[src/rtl/thermal_pkg.sv]
package thermal_pkg;
  localparam int CODE_W  = 8;
  localparam int NLVL    = 3;
  localparam int DATA_W  = 32;
  localparam int ADDR_W  = 3;
  localparam int TRIM_W  = 16;
  localparam int MUX_W   = 4;
  localparam int MUX_LSB = 20;
  localparam int TRIP_EN_BIT = 12;
  localparam int STRIDE  = 4;
  localparam int FALL_BASE = 16;

  typedef enum logic [ADDR_W-1:0] {
    RA_CTRL  = 3'd0,
    RA_RISE  = 3'd1,
    RA_FALL  = 3'd2,
    RA_INTEN = 3'd3,
    RA_STAT  = 3'd4,
    RA_TEMP  = 3'd5,
    RA_TRIM  = 3'd6,
    RA_TRIMC = 3'd7
  } reg_addr_e;

  function automatic int rise_bit(input int k);
    return STRIDE * k;
  endfunction

  function automatic int fall_bit(input int k);
    return FALL_BASE + STRIDE * k;
  endfunction

  function automatic logic [DATA_W-1:0] int_mask();
    logic [DATA_W-1:0] m;
    m = '0;
    for (int k = 0; k < NLVL; k++) begin
      m[rise_bit(k)] = 1'b1;
      m[fall_bit(k)] = 1'b1;
    end
    return m;
  endfunction

  function automatic logic [DATA_W-1:0] ctrl_mask();
    logic [DATA_W-1:0] m;
    m = '0;
    m[0] = 1'b1;
    m[TRIP_EN_BIT] = 1'b1;
    for (int i = 0; i < MUX_W; i++) m[MUX_LSB+i] = 1'b1;
    return m;
  endfunction

  function automatic logic [CODE_W-1:0] level_of(input logic [DATA_W-1:0] word,
                                                  input int k);
    return word[k*CODE_W +: CODE_W];
  endfunction
endpackage

[src/rtl/tmon_regfile.sv]
module tmon_regfile
  import thermal_pkg::*;
(
  input  logic              clk,
  input  logic              rst_n,
  input  logic              wr,
  input  logic [ADDR_W-1:0] addr,
  input  logic [DATA_W-1:0] wdata,
  input  logic              smp_valid,
  input  logic [CODE_W-1:0] code,
  input  logic [TRIM_W-1:0] fuse,
  input  logic [DATA_W-1:0] pend,
  output logic [DATA_W-1:0] ctrl,
  output logic [DATA_W-1:0] rise_thr,
  output logic [DATA_W-1:0] fall_thr,
  output logic [DATA_W-1:0] inten,
  output logic [CODE_W-1:0] cur_temp,
  output logic [TRIM_W-1:0] trim,
  output logic [DATA_W-1:0] clr_mask,
  output logic [DATA_W-1:0] rdata
);
  localparam logic [DATA_W-1:0] CTRL_M = ctrl_mask();
  localparam logic [DATA_W-1:0] INT_M  = int_mask();

  logic wr_ctrl, wr_rise, wr_fall, wr_en, reload;

  assign wr_ctrl  = wr && (addr == RA_CTRL);
  assign wr_rise  = wr && (addr == RA_RISE);
  assign wr_fall  = wr && (addr == RA_FALL);
  assign wr_en    = wr && (addr == RA_INTEN);
  assign reload   = wr && (addr == RA_TRIMC) && wdata[0];
  assign clr_mask = (wr && (addr == RA_STAT)) ? (wdata & INT_M) : '0;

  always_ff @(posedge clk or negedge rst_n) begin
    if (!rst_n) begin
      ctrl     <= '0;
      rise_thr <= '0;
      fall_thr <= '0;
      inten    <= '0;
      cur_temp <= '0;
      trim     <= '0;
    end else begin
      if (wr_ctrl) ctrl     <= wdata & CTRL_M;
      if (wr_rise) rise_thr <= wdata;
      if (wr_fall) fall_thr <= wdata;
      if (wr_en)   inten    <= wdata & INT_M;
      if (reload)  trim     <= fuse;
      if (smp_valid && ctrl[0]) cur_temp <= code;
    end
  end

  always_comb begin
    unique case (addr)
      RA_CTRL:  rdata = ctrl;
      RA_RISE:  rdata = rise_thr;
      RA_FALL:  rdata = fall_thr;
      RA_INTEN: rdata = inten;
      RA_STAT:  rdata = pend;
      RA_TEMP:  rdata = {{(DATA_W-CODE_W){1'b0}}, cur_temp};
      RA_TRIM:  rdata = {{(DATA_W-TRIM_W){1'b0}}, trim};
      default:  rdata = '0;
    endcase
  end
endmodule

[src/rtl/tmon_level_det.sv]
module tmon_level_det #(
  parameter int CODE_W = 8
) (
  input  logic              clk,
  input  logic              rst_n,
  input  logic              smp_go,
  input  logic [CODE_W-1:0] code,
  input  logic [CODE_W-1:0] rise_lvl,
  input  logic [CODE_W-1:0] fall_lvl,
  output logic              rise_ev,
  output logic              fall_ev
);
  logic at_or_above, below;
  logic hi_q, lo_q;

  assign at_or_above = (code >= rise_lvl);
  assign below       = (fall_lvl != '0) && (code < fall_lvl);

  assign rise_ev = smp_go && at_or_above && !hi_q;
  assign fall_ev = smp_go && below && !lo_q;

  always_ff @(posedge clk or negedge rst_n) begin
    if (!rst_n) begin
      hi_q <= 1'b0;
      lo_q <= 1'b0;
    end else if (smp_go) begin
      hi_q <= at_or_above;
      lo_q <= below;
    end
  end
endmodule

[src/rtl/tmon_pending.sv]
module tmon_pending #(
  parameter int DATA_W = 32
) (
  input  logic              clk,
  input  logic              rst_n,
  input  logic [DATA_W-1:0] set_mask,
  input  logic [DATA_W-1:0] clr_mask,
  input  logic [DATA_W-1:0] inten,
  output logic [DATA_W-1:0] pend,
  output logic              irq
);
  always_ff @(posedge clk or negedge rst_n) begin
    if (!rst_n) pend <= '0;
    else        pend <= (pend & ~clr_mask) | set_mask;
  end

  assign irq = |(pend & inten);
endmodule

[src/rtl/thermal_irq_mon.sv]
module thermal_irq_mon
  import thermal_pkg::*;
(
  input  logic              clk,
  input  logic              rst_n,
  input  logic              bus_wr,
  input  logic [ADDR_W-1:0] bus_addr,
  input  logic [DATA_W-1:0] bus_wdata,
  output logic [DATA_W-1:0] bus_rdata,
  input  logic              smp_valid,
  input  logic [CODE_W-1:0] smp_code,
  input  logic [TRIM_W-1:0] fuse_trim,
  output logic [MUX_W-1:0]  sens_sel,
  output logic              irq,
  output logic              therm_trip
);
  localparam int TRIP_LSB = NLVL * CODE_W;

  logic [DATA_W-1:0] ctrl, rise_thr, fall_thr, inten, clr_mask, pend, set_mask;
  logic [CODE_W-1:0] cur_temp;
  logic [TRIM_W-1:0] trim;
  logic [NLVL-1:0]   rise_ev, fall_ev;
  logic              core_en, trip_en, smp_go, trip_hit;

  assign core_en  = ctrl[0];
  assign trip_en  = ctrl[TRIP_EN_BIT];
  assign sens_sel = ctrl[MUX_LSB +: MUX_W];
  assign smp_go   = smp_valid && core_en;

  tmon_regfile u_regs (
    .clk(clk), .rst_n(rst_n), .wr(bus_wr), .addr(bus_addr), .wdata(bus_wdata),
    .smp_valid(smp_valid), .code(smp_code), .fuse(fuse_trim), .pend(pend),
    .ctrl(ctrl), .rise_thr(rise_thr), .fall_thr(fall_thr), .inten(inten),
    .cur_temp(cur_temp), .trim(trim), .clr_mask(clr_mask), .rdata(bus_rdata)
  );

  for (genvar k = 0; k < NLVL; k++) begin : g_lvl
    tmon_level_det #(.CODE_W(CODE_W)) u_det (
      .clk(clk), .rst_n(rst_n), .smp_go(smp_go), .code(smp_code),
      .rise_lvl(level_of(rise_thr, k)), .fall_lvl(level_of(fall_thr, k)),
      .rise_ev(rise_ev[k]), .fall_ev(fall_ev[k])
    );
  end

  always_comb begin
    set_mask = '0;
    for (int k = 0; k < NLVL; k++) begin
      set_mask[rise_bit(k)] = rise_ev[k];
      set_mask[fall_bit(k)] = fall_ev[k];
    end
  end

  tmon_pending #(.DATA_W(DATA_W)) u_pend (
    .clk(clk), .rst_n(rst_n), .set_mask(set_mask), .clr_mask(clr_mask),
    .inten(inten), .pend(pend), .irq(irq)
  );

  assign trip_hit = smp_go && trip_en && (smp_code >= rise_thr[TRIP_LSB +: CODE_W]);

  always_ff @(posedge clk or negedge rst_n) begin
    if (!rst_n)        therm_trip <= 1'b0;
    else if (trip_hit) therm_trip <= 1'b1;
  end
endmodule

[config.mk]
export PLATFORM = sky130hd
export DESIGN_NAME = thermal_irq_mon
export DESIGN_NICKNAME = d
export VERILOG_FILES = /design/src/rtl/thermal_pkg.sv /design/src/rtl/tmon_regfile.sv /design/src/rtl/tmon_level_det.sv /design/src/rtl/tmon_pending.sv /design/src/rtl/thermal_irq_mon.sv
export SDC_FILE = /design/constraint.sdc
export NUM_CORES = 1
export LEC_CHECK = 0
export BUFFER_PORTS_ARGS = -buffer_cell sky130_fd_sc_hd__buf_2
export CAP_MARGIN = 20
export CORE_MARGIN = 5
export CORE_UTILIZATION = 46
export DETAILED_ROUTE_END_ITERATION = 7
export PLACE_DENSITY = 0.78
export RECOVER_POWER = 100
export SKIP_LAST_GASP = 1
export SYNTH_ARGS = -nofsm -noshare
export SYNTH_HDL_FRONTEND = slang
export SYNTH_SLANG_ARGS = --single-unit
[constraint.sdc]
create_clock -name clk -period 2.5 [get_ports clk]
set_input_delay 0.25 -clock clk [delete_from_list [all_inputs] [get_ports clk]]
set_output_delay 0.25 -clock clk [all_outputs]
set_load 0.01 [all_outputs]
==> impl_metrics.json, run 1 <==
{
  "finalSetupTns_ps": 0,
  "netlist_instances": 635,
  "p_sw_mw": 1.91,
  "yosysTopAreaCellShare_pct": 44.6,
  "initial_utilization_pct": 47.5,
  "place.gp.congestion": 0.884,
  "drc": 0,
  "ys_warn_count": 0,
  "path_class": "primary input to output pin",
  "clockBufferDepth": 2,
  "p_sw_share_pct": 29.9,
  "r2r-start": "u_regs.ctrl[0]",
  "slew_headroom_pct": 13.0,
  "wl_um": 17400,
  "min_period_ps": 2130,
  "ant_nets": 0,
  "overflow": 0,
  "synthArstFlopShare_pct": 100,
  "critPathMaxFanout": 30,
  "status": "complete, no violations",
  "syn_avg_cell_area_um2": 9.98,
  "nNetsFinal": 848,
  "period_share_pct": 85.3,
  "p_clk_share_pct": 36.4,
  "io_pins": 101,
  "synth_area_um2": 6330,
  "ir_drop_v": 0.000548,
  "postCtsSetupRepairBufs": 0,
  "vias": 5256,
  "num_rows": 42,
  "syn-num-nets": 751,
  "cts_made_buffers": 17,
  "internal_power_mw": 4.49,
  "hold_buffers": 1,
  "grt_pass1_wl_um": 27800,
  "cp.required_ps": 2250,
  "rsz0062_at_grt": "false",
  "timing.fmax_ghz": 0.469,
  "start_kind": "primary input",
  "cts-root-buf": "clkbuf_16",
  "power.density_nw_per_um2": 858,
  "first_global_vias": 5269,
  "endpoint_kind": "output pin",
  "worstSkewPairLatency_ps": 410,
  "fin_skew_ps": 7.25,
  "die_area_um2": 16200,
  "die_h_um": 127,
  "antenna-diode-count": 0,
  "worst_pin_slew_ps": 1310,
  "groute.usage.overall_pct": 22.0,
  "drt_iter0_drc": 380,
  "arrival_ps": 1880,
  "core-area_um2": 13300,
  "path_clk_slew_ps": 50,
  "syn2layout_area_growth_pct": 17.9,
  "ys_types": 44,
  "seqPwrFrac_pct": 41.1,
  "dieWidth_um": 127,
  "cts_tree": "built",
  "dp_hpwl_um": 12200,
  "ys.flop_type": "dfrtp_1",
  "slew_viol_final": 0,
  "power_leakage_nw": 3.38,
  "min_path_type": "primary input to flop",
  "total_power_mw": 6.41,
  "setup_viol": 0,
  "drive_above_1_share_pct": 20.7,
  "dr.pass1.iters": 5,
  "synth_edf_count": 0,
  "ys_seq_area_share_pct": 44.6,
  "drv_cap": 0,
  "most-common-layout-cells": "113 x dfrtp_1, 93 x nand2_1, 73 x o21ai_0, 64 x buf_2, 53 x ha_1",
  "layout_commonest_cell": "dfrtp_1",
  "finalHoldViolCount": 0,
  "cts_resized": 0,
  "p_comb_share_pct": 22.5,
  "worstHoldStart": "bus_wdata[25]",
  "crit_start": "bus_addr[2]",
  "grt_max_degree": 54,
  "cts.sinks": 113,
  "yosys_register_bits": 113,
  "synth.largest_area_cell": "dfrtp_1",
  "portBuffers": 100,
  "routedWlPerCell_um": 19.0,
  "synthTopCellsByArea": "dfrtp_1 45%, ha_1 10%, mux2_2 7.5%",
  "routed_via_density": 5.72,
  "h-tree-depth": 4,
  "antenna_found_initial": 0
}
-- power groups by stage --
stage                     Clock (mW)  Sequential, mW  Combinational [mW]
final                           2.33            2.63                1.44
after global routing            2.44            2.68                1.64
after CTS                       2.36            2.62                1.50
after detailed placement           0            2.65                1.48
after global placement             0            2.63                1.42
after floorplan                    0            2.53                1.04
-- worst paths after layout --
path | end | slack (ps) | cells past startpoint
max | bus_rdata[8] | 370 | 6
min | u_regs.rise_thr[25] | 50 | 3
min in group asynchronous | u_regs.trim[14] | 300 | 2
max reg2reg | u_regs.cur_temp[5] | 730 | 3
max in group asynchronous | u_regs.cur_temp[5] | 650 | 3
min reg2reg | u_pend.pend[24] | 460 | 1
-- synth_stat cells, drive strengths merged, types with 2 or more instances --
library cell and count:
inv 51, a22oi 28, nor2b 5, ha 53, o211ai 3, nor2 32
o21ai 73, nor3 2, mux2 53, a2111oi 2, nand2b 3, dfrtp 113
a21oi 16, a221oi 7, o21a 3, mux2i 5, mux4 2, clkbuf 14
nand2 93, a31oi 5, o2111ai 3, buf 22, nand4 3, a211oi 15
nor4 6, o31ai 6, or3b 3, nand3 4
-- metal layers --
metal | track usage (%) | routed length (um) | up-vias
met4 | 8.20 | 384 | 0
met1 | 28.5 | 7500 | 2569
met2 | 35.6 | 8300 | 197
li1 | - | - | 2449
met5 | 0 | 0 | -
met3 | 5.63 | 1260 | 41
-- cells by family after synthesis --
logic type	count (synthesis)	share of synthesized area (%)
AOI/OAI and AO/OA	163	16.0
and+or+nand+nor	159	11.4
DFF	113	44.6
buffers and inverters	87	6.02
muxes	60	11.5
adders and majority gates	53	10.5
-- per-stage QoR --
stage / setup slack, ps / utilization (%) / hold slack [ps] / instances / area (um^2)
6_report: 366 / 56.0 / 54.9 / 919 / 7470
4_1_cts: 562 / 57.1 / 42.3 / 919 / 7620
3_5_place_dp: 497 / 52.7 / 211 / 888 / 7030
5_1_grt: 296 / 56.0 / 48.8 / 919 / 7470
2_1_floorplan: 979 / - / -45.6 / 635 / 6330
3_3_place_gp: 564 / 52.7 / 202 / 888 / 7030
-- cell type report --
| cell class | count | area [um^2] |
|---|---|---|
| clock buffers | 24 | 492 |
| flip-flops and latches | 113 | 2830 |
| clock inverters | 6 | 80.1 |
| multi-input cells | 435 | 3070 |
| fillers | 1196 | 5880 |
| well taps | 176 | 220 |
| inverters | 51 | 191 |
| repair buffers | 114 | 586 |
-- critical path, cell delays in order --
cell and delay, ps:
buf_2 340, clkbuf_2 610, nand3b_1 190, a21oi_1 60, a221o_1 280, buf_2 140
-- registers in the layout, indices dropped and copies added (netlist names) --
register and flops:
u_regs.cur_temp 8, g_lvl.u_det.lo_q 3, u_regs.rise_thr 32, u_regs.inten 6, therm_trip 1, u_regs.fall_thr 32
u_regs.trim 16, g_lvl.u_det.hi_q 3, u_pend.pend 6, u_regs.ctrl 6
Power figures use the tool's default switching activity.
==> run 2, diff against run 1 <==
--- a/config.mk
+++ b/config.mk
@@ -10,6 +10,7 @@
 export CORE_MARGIN = 5
 export CORE_UTILIZATION = 46
 export DETAILED_ROUTE_END_ITERATION = 7
+export HOLD_SLACK_MARGIN = 0.06
 export PLACE_DENSITY = 0.78
 export RECOVER_POWER = 100
 export SKIP_LAST_GASP = 1
==> impl_metrics.json, run 2 (synthesis results as in run 1) <==
{
  "initial_utilization_pct": 47.5,
  "cts_resized": 0,
  "reg_top3": "u_regs.fall_thr (32), u_regs.rise_thr (32), u_regs.trim (16)",
  "min_path_type": "primary input to flop",
  "cts_tree": "built",
  "power_leakage_nw": 3.46,
  "crit_chain": "buf_2 -> clkbuf_2 -> nand3b_1 -> a21oi_1 -> a221o_1 -> buf_2",
  "fin_skew_ps": 5.32,
  "drc": 0,
  "timing.fmax_ghz": 0.468,
  "power.density_nw_per_um2": 840,
  "period_share_pct": 85.5,
  "rsz0062_at_grt": "false",
  "cp.required_ps": 2250,
  "drv_cap": 0,
  "antenna-diode-count": 0,
  "setup_viol": 0,
  "h-tree-depth": 4,
  "postCtsSetupRepairBufs": 0,
  "finalHoldViolCount": 0,
  "portBuffers": 100,
  "routed_via_density": 5.66,
  "critPathMaxFanout": 30,
  "min_period_ps": 2140,
  "finalSetupTns_ps": 0,
  "met2_usage_pct": 36.5,
  "die_area_um2": 16200,
  "cts.sinks": 113,
  "dr.pass1.iters": 5,
  "endpoint_kind": "output pin",
  "overflow": 0,
  "dieWidth_um": 127,
  "reg2reg_slack_ps": 730,
  "path_clk_slew_ps": 50,
  "wl_um": 17700,
  "syn2layout_area_growth_pct": 20.8,
  "crit_buf_inv": 3,
  "antenna_found_initial": 0,
  "groute.usage.overall_pct": 22.4,
  "status": "complete, no violations",
  "use_met1_pct": 29.0,
  "use_met3_pct": 5.51,
  "crit_path_max_incr_delay_ps": 610,
  "core-area_um2": 13300,
  "path_class": "primary input to output pin",
  "arrival_ps": 1890,
  "place.gp.congestion": 0.884,
  "first_global_vias": 5377,
  "start_kind": "primary input",
  "cts_made_buffers": 17,
  "worstSkewPairLatency_ps": 410,
  "nNetsFinal": 866,
  "ant_nets": 0,
  "cts-root-buf": "clkbuf_16",
  "hold_buffers": 19,
  "clockBufferDepth": 2,
  "slew_viol_final": 0,
  "cp_slowest_cell": "clkbuf_2",
  "slew_headroom_pct": 13.2,
  "drt_iter0_drc": 310,
  "routedWlPerCell_um": 18.9,
  "worst_pin_slew_ps": 1300,
  "layout_commonest_cell": "dfrtp_1",
  "path_delay_family": "buffers and inverters",
  "num_rows": 42,
  "grt_max_degree": 54,
  "cpMostUsedCell": "buf_2",
  "utilization_pct": 57.3,
  "vias": 5301,
  "io_pins": 101,
  "dp_hpwl_um": 12200,
  "total_power_mw": 6.43,
  "die_h_um": 127,
  "ir_drop_v": 0.000547,
  "drive_above_1_share_pct": 20.1,
  "top_usage_layer": "met2",
  "grt_pass1_wl_um": 28300,
  "most-common-layout-cells": "113 x dfrtp_1, 93 x nand2_1, 73 x o21ai_0, 64 x buf_2, 53 x ha_1"
}
run 2: report_power, final:
| part | total [mW] | switching, mW | internal (mW) | leakage (nW) |
|---|---|---|---|---|
| combinational | 1.46 | 0.795 | 0.667 | 1.81 |
| sequential | 2.63 | 0.339 | 2.29 | 1.36 |
| clock | 2.34 | 0.785 | 1.55 | 0.286 |
run 2: path summary, 6_finish.rpt:
kind	start	end	depth (start not counted)
min reg2reg	g_lvl[2].u_det.lo_q	u_pend.pend[24]	1
min	fuse_trim[6]	u_regs.trim[6]	2
max	bus_addr[2]	bus_rdata[8]	6
min in group asynchronous	rst_n	u_regs.trim[14]	2
max reg2reg	u_regs.ctrl[0]	u_regs.cur_temp[5]	3
max in group asynchronous	rst_n	u_regs.cur_temp[5]	3
run 2: metrics by stage:
stage          setup slack, ps  hold WS, ps  area, um^2  instances
2_1_floorplan              979        -45.6        6330        635
3_3_place_gp               564          202        7030        888
3_5_place_dp               497          211        7030        888
4_1_cts                    562         61.3        7800        937
5_1_grt                    273         48.0        7650        937
6_report                   363         54.1        7650        937
run 2: cell type report:
class | count | area, um^2
inverter | 51 | 191
clock buffer | 24 | 492
sequential | 113 | 2830
timing repair buffer | 132 | 766
clock inverter | 6 | 80.1
tap | 176 | 220
multi-input combinational | 435 | 3070
fill | 1169 | 5700
run 2: routing by layer:
layer,vias to the layer above,share of wire [%]
li1,2480,-
met1,2575,42
met2,215,48
met3,31,7.6
met4,0,2.0
met5,-,0
==> run 3, diff against run 2 <==
--- a/config.mk
+++ b/config.mk
@@ -5,6 +5,7 @@
 export SDC_FILE = /design/constraint.sdc
 export NUM_CORES = 1
 export LEC_CHECK = 0
+export ABC_AREA = 1
 export BUFFER_PORTS_ARGS = -buffer_cell sky130_fd_sc_hd__buf_2
 export CAP_MARGIN = 20
 export CORE_MARGIN = 5
==> impl_metrics.json, run 3 <==
{
  "rsz0062_at_grt": "false",
  "portBuffers": 100,
  "arrival_ps": 1870,
  "utilization_pct": 53.7,
  "ys.flop_type": "dfrtp_1",
  "dr.pass1.iters": 5,
  "min_period_ps": 2120,
  "nNetsFinal": 999,
  "yosysMostFrequentCell": "nand2_1",
  "endpoint_kind": "output pin",
  "core-area_um2": 13900,
  "met2_length_um": 8420,
  "syn_avg_cell_area_um2": 8.41,
  "postCtsSetupRepairBufs": 0,
  "ant_nets": 0,
  "cts.sinks": 113,
  "routedWlPerCell_um": 16.5,
  "highest_layer": "met4",
  "antenna_found_initial": 0,
  "worst_slack_ps": 378,
  "h-tree-depth": 4,
  "drt_iter0_drc": 400,
  "yosys_register_bits": 113,
  "synthTopCellsByArea": "dfrtp_1 43%, nand2_1 13%, ha_1 10%",
  "grt_pass1_wl_um": 28300,
  "layout_commonest_cell": "nand2_1",
  "total_power_mw": 6.04,
  "timing.fmax_ghz": 0.471,
  "synthArstFlopShare_pct": 100,
  "ys_types": 36,
  "dieWidth_um": 129,
  "worstSkewPairLatency_ps": 420,
  "ir_drop_v": 0.000528,
  "wl_um": 17700,
  "period_share_pct": 84.9,
  "cp.required_ps": 2250,
  "fin_skew_ps": 6.25,
  "finalHoldViolCount": 0,
  "min_path_type": "primary input to flop",
  "finalSetupTns_ps": 0,
  "first_global_vias": 5630,
  "reg2reg_slack_ps": 970,
  "slew_headroom_pct": 28.6,
  "power.density_nw_per_um2": 808,
  "nFillCells": 1336,
  "placed_area_um2": 7150,
  "slew_viol_final": 0,
  "syn2layout_area_growth_pct": 14.1,
  "route.met3.wl_um": 1350,
  "initial_utilization_pct": 47.1,
  "ys_warn_count": 0,
  "place_inst": 1038,
  "clockBufferDepth": 2,
  "ys_seq_area_share_pct": 43.1,
  "hold_buffers": 6,
  "cts_made_buffers": 17,
  "num_rows": 43,
  "routed_via_density": 5.30,
  "whs_ps": 69.0,
  "drive_above_1_share_pct": 12.9,
  "synth_edf_count": 0,
  "netlist_instances": 780,
  "setup_viol": 0,
  "most-common-layout-cells": "229 x nand2_1, 125 x inv_1, 113 x dfrtp_1, 96 x o21ai_0, 63 x buf_2",
  "die_h_um": 129,
  "start_kind": "primary input",
  "dpl_worst_slack_ps": 627,
  "vias": 5671,
  "drv_cap": 0,
  "place.gp.congestion": 0.859,
  "synth_area_um2": 6560,
  "synthTopCellsByCount": "228 x nand2_1, 123 x inv_1, 113 x dfrtp_1",
  "path_clk_slew_ps": 50,
  "cts_tree": "built",
  "grt_max_degree": 74,
  "groute.usage.overall_pct": 22.1,
  "dp_hpwl_um": 12700,
  "status": "complete, no violations",
  "drc": 0,
  "cts_resized": 0,
  "met1Wirelength_um": 7410,
  "syn-num-nets": 896,
  "io_pins": 101,
  "reg_top3": "u_regs.fall_thr (32), u_regs.rise_thr (32), u_regs.trim (16)",
  "synth.largest_area_cell": "dfrtp_1",
  "power_leakage_nw": 3.88,
  "final_cells": 1071,
  "yosysTopAreaCellShare_pct": 43.1,
  "fin_area_um2": 7480,
  "worst_pin_slew_ps": 1070,
  "overflow": 0,
  "antenna-diode-count": 0,
  "path_class": "primary input to output pin",
  "critPathMaxFanout": 12,
  "cts-root-buf": "clkbuf_16",
  "die_area_um2": 16700
}
-- run 3: changes by cell type after synthesis, moves of 18 or more --
cell     change
nand2_1    +135
mux2_2      -30
inv_1       +72
o21ai_1     +24
a22oi_1     -27
nor2_1      -18
o21ai_0     -31
o21ai_2     +41
-- run 3: cell type report --
type	instances	area, um^2	share of cell area [%]
clock buffers	26	489	6.54
clock inverters	1	5.00	0.0669
inverters	128	484	6.47
multi-input cells	509	2880	38.5
flip-flops and latches	113	2830	37.8
well taps	180	225	3.01
repair buffers	114	567	7.58
-- run 3: path summary, 6_finish.rpt --
kind	from	to	depth (start not counted)
hold / removal	fuse_trim[6]	u_regs.trim[6]	2
setup / recovery	bus_addr[2]	bus_rdata[20]	8
max in group asynchronous	rst_n	u_regs.inten[16]	3
setup reg to reg	u_regs.ctrl[0]	u_pend.pend[0]	5
min in group asynchronous	rst_n	u_regs.trim[2]	2
hold reg to reg	therm_trip	therm_trip	2
-- run 3: cell families (layout without fill, tap and decap cells) --
logic type,after synthesis,after routing,share of synthesized area [%]
buf+inv,158,269,10.8
flops,113,113,43.1
mux,12,12,2.06
compound gates,164,164,16.5
simple gates,280,280,17.4
fa+ha+maj,53,53,10.1
-- run 3: worst max-delay path, stage by stage --
cell and delay [ps]:
buf_2 230, inv_1 160, nand2_2 250, clkbuf_1 420, nor2_1 90, a211oi_1 210
o21ai_0 110, clkbuf_1 150
-- run 3: layer usage --
metal  global-route usage, %  vias to the layer above
li1                        -                     2723
met1                    27.2                     2688
met2                    36.0                      219
met3                    6.51                       41
met4                    9.76                        0
met5                       0                        -
-- run 3: report_power, final --
part / internal, mW / switching (mW) / total, mW
combinational: 0.561 / 0.878 / 1.44
sequential: 2.26 / 0.266 / 2.53
clock: 1.31 / 0.768 / 2.08
